[src/rtl/pwm_pkg.sv]
package pwm_pkg;

  localparam int unsigned PWM_MAX_W = 16;

  // high on steps below duty; duty code 0 means the whole period
  function automatic logic duty_hit(input logic [PWM_MAX_W-1:0] step,
                                    input logic [PWM_MAX_W-1:0] duty);
    return (duty == '0) || (step < duty);
  endfunction

endpackage

[src/rtl/pwm_step_counter.sv]
module pwm_step_counter #(
  parameter int unsigned CNT_W = 4
) (
  input  logic             clk_i,
  input  logic             rst_ni,
  input  logic             en_i,
  output logic [CNT_W-1:0] cnt_o,
  output logic [CNT_W-1:0] cnt_nxt_o,
  output logic             wrap_o
);

  localparam logic [CNT_W-1:0] CNT_MAX = '1;

  logic [CNT_W-1:0] cnt_q;

  assign cnt_nxt_o = en_i ? cnt_q + 1'b1 : cnt_q;
  assign wrap_o    = en_i && (cnt_q == CNT_MAX);
  assign cnt_o     = cnt_q;

  // parked at max so the first enabled step rolls over into step 0
  always_ff @(posedge clk_i or negedge rst_ni) begin
    if (!rst_ni)   cnt_q <= CNT_MAX;
    else if (en_i) cnt_q <= cnt_nxt_o;
  end

endmodule

[src/rtl/pwm_duty_latch.sv]
module pwm_duty_latch #(
  parameter int unsigned CNT_W = 4
) (
  input  logic             clk_i,
  input  logic             rst_ni,
  input  logic             load_i,
  input  logic [CNT_W-1:0] w_i,
  output logic [CNT_W-1:0] duty_o,
  output logic [CNT_W-1:0] duty_nxt_o
);

  logic [CNT_W-1:0] duty_q;

  assign duty_nxt_o = load_i ? w_i : duty_q;
  assign duty_o     = duty_q;

  always_ff @(posedge clk_i or negedge rst_ni) begin
    if (!rst_ni) duty_q <= '0;
    else         duty_q <= duty_nxt_o;
  end

endmodule

[src/rtl/pwm_out_stage.sv]
module pwm_out_stage
  import pwm_pkg::*;
#(
  parameter int unsigned CNT_W = 4
) (
  input  logic             clk_i,
  input  logic             rst_ni,
  input  logic             en_i,
  input  logic [CNT_W-1:0] cnt_nxt_i,
  input  logic [CNT_W-1:0] duty_nxt_i,
  output logic             pwm_o
);

  logic hit;
  logic pwm_q;

  // compare against next-state values so the flop lines up with the step
  assign hit = duty_hit(PWM_MAX_W'(cnt_nxt_i), PWM_MAX_W'(duty_nxt_i));

  always_ff @(posedge clk_i or negedge rst_ni) begin
    if (!rst_ni)   pwm_q <= 1'b0;
    else if (en_i) pwm_q <= hit;
  end

  assign pwm_o = pwm_q;

endmodule

[src/rtl/pwm_gen.sv]
module pwm_gen
  import pwm_pkg::*;
#(
  parameter int unsigned CNT_W = 4
) (
  input  logic             clk_i,
  input  logic             rst_ni,
  input  logic             en_i,
  input  logic [CNT_W-1:0] w_i,
  output logic             pwm_o
);

  if (CNT_W < 2 || CNT_W > PWM_MAX_W) begin : g_bad_width
    initial $error("pwm_gen: CNT_W out of range");
  end

  logic [CNT_W-1:0] cnt_q;
  logic [CNT_W-1:0] cnt_nxt;
  logic [CNT_W-1:0] duty_q;
  logic [CNT_W-1:0] duty_nxt;
  logic             wrap;

  pwm_step_counter #(.CNT_W(CNT_W)) u_cnt (
    .clk_i     (clk_i),
    .rst_ni    (rst_ni),
    .en_i      (en_i),
    .cnt_o     (cnt_q),
    .cnt_nxt_o (cnt_nxt),
    .wrap_o    (wrap)
  );

  pwm_duty_latch #(.CNT_W(CNT_W)) u_duty (
    .clk_i      (clk_i),
    .rst_ni     (rst_ni),
    .load_i     (wrap),
    .w_i        (w_i),
    .duty_o     (duty_q),
    .duty_nxt_o (duty_nxt)
  );

  pwm_out_stage #(.CNT_W(CNT_W)) u_out (
    .clk_i      (clk_i),
    .rst_ni     (rst_ni),
    .en_i       (en_i),
    .cnt_nxt_i  (cnt_nxt),
    .duty_nxt_i (duty_nxt),
    .pwm_o      (pwm_o)
  );

endmodule

[config.mk]
export PLATFORM = sky130hd
export DESIGN_NAME = pwm_gen
export DESIGN_NICKNAME = d
export VERILOG_FILES = /design/src/rtl/pwm_pkg.sv /design/src/rtl/pwm_step_counter.sv /design/src/rtl/pwm_duty_latch.sv /design/src/rtl/pwm_out_stage.sv /design/src/rtl/pwm_gen.sv
export SDC_FILE = /design/constraint.sdc
export NUM_CORES = 1
export LEC_CHECK = 0
export BUFFER_PORTS_ARGS = -buffer_cell sky130_fd_sc_hd__buf_2
export CORE_AREA = 4 4 41 43
export DETAILED_ROUTE_END_ITERATION = 8
export DIE_AREA = 0 0 45 47
export PLACE_DENSITY = 0.69
export SYNTH_ARGS = -nofsm -noshare
export SYNTH_HDL_FRONTEND = slang
export SYNTH_SLANG_ARGS = --single-unit
[constraint.sdc]
create_clock -name clk_i -period 4.45 [get_ports clk_i]
set_input_delay 0.445 -clock clk_i [delete_from_list [all_inputs] [get_ports clk_i]]
set_output_delay 0.445 -clock clk_i [all_outputs]
set_load 0.01 [all_outputs]
Word level (Yosys, flattened, before mapping) --
Cells that the tools add are included.
Storage, ports and cells: register bits after elaboration 9, word-level logic and storage cells 11, bits of input ports 7
Operators by class: reductions and logical operators 3, muxes and demuxes 2, eq/ne operators 1, add/sub/neg operators 1, order comparisons 1
Operators by type and width (number):
- $mux 4 | 2
- $add 4x1->4 const B | 1
- $eq 4x4->1 const B | 1
- $logic_not 4->1 | 1
- $lt 4x4->1 | 1
- $logic_and 1x1->1 | 1
- $logic_or 1x1->1 | 1

Depth between registers and ports, before layout --
depth in word-level cells 5, mapped depth 8, mapped depth without buffers 8

By module --
From an unflattened synthesis, not the netlist that was laid out.
Unflattened totals: cells, all modules 41, area total of the unflattened synthesis 504.2 sq um
Modules (own cells, without submodules):
- pwm_step_counter | instances 1, area each 227.7 sq um, cells each 18
- pwm_duty_latch | instances 1, area each 145.1 sq um, cells each 8
- pwm_out_stage | instances 1, area each 131.4 sq um, cells each 15

Worst setup path before layout --
OpenSTA, ideal clock, no wires.
path type flip-flop to flip-flop, start point reg u_cnt.cnt_q[0], in the netlist u_cnt.cnt_o[0], end point reg u_out.pwm_q, in the netlist u_out.pwm_o, path buffers 0, arrival 2.107 ns, setup time 0.082 ns, stages on the path, launching flop included 9, slack 2.261 ns, required time 4.368 ns, path through dfstp_2 ha_1 nand4_4 mux2_2 inv_1 ha_1 a2111oi_4 a22oi_2 a31oi_1
Between the ends: word-level cells in the longest chain between the ends 5, elaborated cells on any way between the ends 8
RTL lines:
- start: declaration | RTL line pwm_step_counter.sv:14 | logic [CNT_W-1:0] cnt_q;
- start signal: assignment | RTL line pwm_step_counter.sv:23 | else if (en_i) cnt_q <= cnt_nxt_o;
- $eq 4x4->1 * | RTL line pwm_step_counter.sv:17 | assign wrap_o = en_i && (cnt_q == CNT_MAX);
- $logic_and 1x1->1 * | RTL line pwm_step_counter.sv:17
- $mux 4 * | RTL line pwm_duty_latch.sv:14 | assign duty_nxt_o = load_i ? w_i : duty_q;
- net duty_nxt[3] | RTL line pwm_gen.sv:20 | logic [CNT_W-1:0] duty_nxt;
- $lt 4x4->1 or $logic_not 4->1 (tied branches) | RTL line pwm_pkg.sv:8 | return (duty == '0) || (step < duty);
- $logic_or 1x1->1 * | RTL line pwm_pkg.sv:8
- end signal: assignment | RTL line pwm_out_stage.sv:22 | else if (en_i) pwm_q <= hit;
- end: declaration | RTL line pwm_out_stage.sv:15 | logic pwm_q;
The timed path passes the listed nets; every way through them passes the cells marked *. A chain may end at the register's enable or synchronous reset.

Final worst setup path --
Same ends and word-level chain as after synthesis.

==> out/qor.txt <==
Status -> finished, final reports clean
DRT Pass-1 Iters -> 4
CTS tree -> done
Post-route cell area -> 598 um2
PortBufs -> 7
Area growth, synth to finish -> 13.0%
Synth Net Count -> 51
Critical path capture point type -> register
Total negative slack -> 0 ns
Vias per cell -> 5.08
Final Hold Fails -> 0
Global-route wire length before repair -> 1490 um
Startpoint types -> register
Final Critical Period -> 2.34 ns
Die Width -> 45 um
Critical-path top delay cell -> dfstp_2
Antenna violations before repair -> 0
WL/cell -> 12.9 um
Yosys warning count -> 0
Worst-skew pair later-pin latency -> 0.26 ns
Commonest non-fill, non-tap cells in the layout -> 7 x buf_2, 5 x dfrtp_1, 4 x xnor2_1, 4 x ha_1, 4 x dfstp_2
Worst EP required -> 4.63 ns
Hpwl dp -> 698 um
ANT nets after route -> 0
Crit path largest cell delay -> 0.55 ns
Layout net count -> 62
Site row count -> 13
Initial DRC count -> 2
DRC -> 0
Post-CTS Setup Bufs -> 0
Core ar. -> 1300 um2
CTS Root Cell -> clkbuf_4
Most common cell after layout, fill and taps aside -> buf_2
Share of layout cells above drive strength 1 -> 42.0%
Leading area contributor after synthesis -> dfrtp_1
Worst setup path category -> reg2reg
Register area share after synthesis -> 43.5%
Vias -> 330
Worst IR Drop VDD -> 0.000488 V
Clock Skews -> 0.00343 ns
DP Area -> 572 um2
GRT overflow -> 0
H-tree Lvls -> 1
Tot GR Track Use -> 10.2%
Fin. max-slew vios -> 0
Area share of the largest cell type after synthesis -> 23.6%
Post-Syn Area -> 529 um2
Cell area power density -> 796 nW/um2
Crit path cell chain -> ha_1 -> nand4_4 -> mux2_2 -> inv_1 -> ha_1 -> a2111oi_4 -> a22oi_2 -> a31oi_1
Max cap viols -> 0
Clock Pin Slew Worst Setup and Hold Paths -> 0.06 ns
Die Ht -> 47 um
Starting utilization of the core area -> 40.7%
Top cells by area, synth -> dfrtp_1 24%, dfstp_2 20%, ha_1 9.5%
CTS Hold Bufs -> 0
Final WL -> 839 um
Max-slew headroom -> 79.0%
Post-CTS sizing -> 0
Clock Sinks -> 9
Max frequency -> 428 MHz
Seq cells post-synth -> 9
Static leakage -> 0.000269 uW
Vias in the first global route -> 358
Ant diodes -> 0
Syn avg cell area -> 13.2 um2
Max FO, Critical Path -> 6
TritonCTS Buffers -> 3
# IOs -> 8
Arrival @ worst endpoint -> 2.52 ns
Synth Instances -> 40
Worst-margin pin slew -> 0.314 ns
GP Congestion -> 0.708
Largest net degree at the start of global routing -> 10
Clock buffer depth -> 2
Netlist cell types -> 22
Final setup viols -> 0
Die area -> 2120 um2
Period utilization -> 52.5%
Hold WC Path Type -> in2async
CP most frequent cell -> ha_1
RSZ-0062 raised after global routing -> no
[where the power goes]
part / switching [uW] / total (uW) / leakage [uW] / internal, uW
registers: 36.5 / 173 / 0.000103 / 137
clock network: 27.9 / 62.4 / 0.0000150 / 34.5
logic: 118 / 240 / 0.000152 / 122
total: 183 / 476 / 0.000269 / 294
[final timing paths]
path                           startpoint               end  slack [ns]  cells after the start
setup / recovery           u_cnt.cnt_o[0]       u_out.pwm_o        2.11                      8
hold / removal                     rst_ni  u_duty.duty_o[2]        0.02                      1
setup reg to reg           u_cnt.cnt_o[0]       u_out.pwm_o        2.11                      8
hold reg to reg            u_cnt.cnt_o[3]    u_cnt.cnt_o[3]        0.52                      1
max in group asynchronous          rst_ni    u_cnt.cnt_o[3]        4.18                      1
min in group clk_i                 w_i[1]  u_duty.duty_o[1]        0.45                      3
[through the flow]
| step | hold slack [ns] | util, % | instances | worst slack, ns | power, uW |
|---|---|---|---|---|---|
| floorplan | 0.149 | - | 40 | 2.26 | 372 |
| global placement | 0.308 | 43.9 | 61 | 2.16 | 411 |
| detailed placement | 0.305 | 43.9 | 61 | 2.12 | 418 |
| CTS | 0.0270 | 46.0 | 65 | 2.09 | 483 |
| global route | 0.0305 | 46.0 | 65 | 1.99 | 514 |
| finish | 0.0236 | 46.0 | 65 | 2.11 | 476 |
[critical path: cells and delay by family, from the launching register on]
family | cells | cell delay [ns]
compound gates | 3 | 0.70
fa+ha+maj | 2 | 0.54
flops | 1 | 0.55
mux | 1 | 0.27
buf+inv | 1 | 0.04
simple gates | 1 | 0.17
[cells by family (layout without fill, tap and decap cells)]
| logic type | count (synthesis) | count (layout) | share of synthesized area, % |
|---|---|---|---|
| flip-flops | 9 | 9 | 43.5 |
| multiplexers | 6 | 6 | 13.0 |
| AND/OR/NAND/NOR | 5 | 5 | 7.80 |
| adder cells (fa/ha/maj) | 4 | 4 | 9.46 |
| XOR/XNOR | 5 | 5 | 8.27 |
| buffers and inverters | 4 | 14 | 4.26 |
| AO/OA/AOI/OAI | 7 | 7 | 13.7 |
[layer usage]
metal | track usage [%] | vias to the layer above | part of all wire (%)
li1 | - | 167 | -
met1 | 11.1 | 154 | 43
met2 | 16.4 | 7 | 49
met3 | 3.83 | 2 | 6.0
met4 | 7.02 | 0 | 1.5
met5 | 0 | - | 0
[final cells by class]
cell class              instances  area [um2]
clock buffers                   4        26.3
fillers                       126         703
inverters                       3        11.3
multi-input cells              27         277
flip-flops and latches          9         230
well taps                      15        18.8
repair buffers                  7        35.0
[cell usage after synthesis]
cell type	count
nor4_1	1
xnor2_1	4
mux2_4	1
a22oi_2	1
mux2_2	3
mux2i_1	2
nand2_1	1
nor2_1	1
buf_6	1
a21oi_1	1
xor2_1	1
dfstp_2	4
a31oi_1	1
ha_1	4
inv_1	3
dfrtp_1	5
o41ai_1	1
o211ai_1	1
nand4_4	1
o21ai_0	1
nand4_1	1
a2111oi_4	1
[sequential cells by signal, indices dropped and copies added (netlist names)]
name	count
u_out.pwm_o	1
u_duty.duty_o	4
u_cnt.cnt_o	4
(Power assumes the default switching activity.)
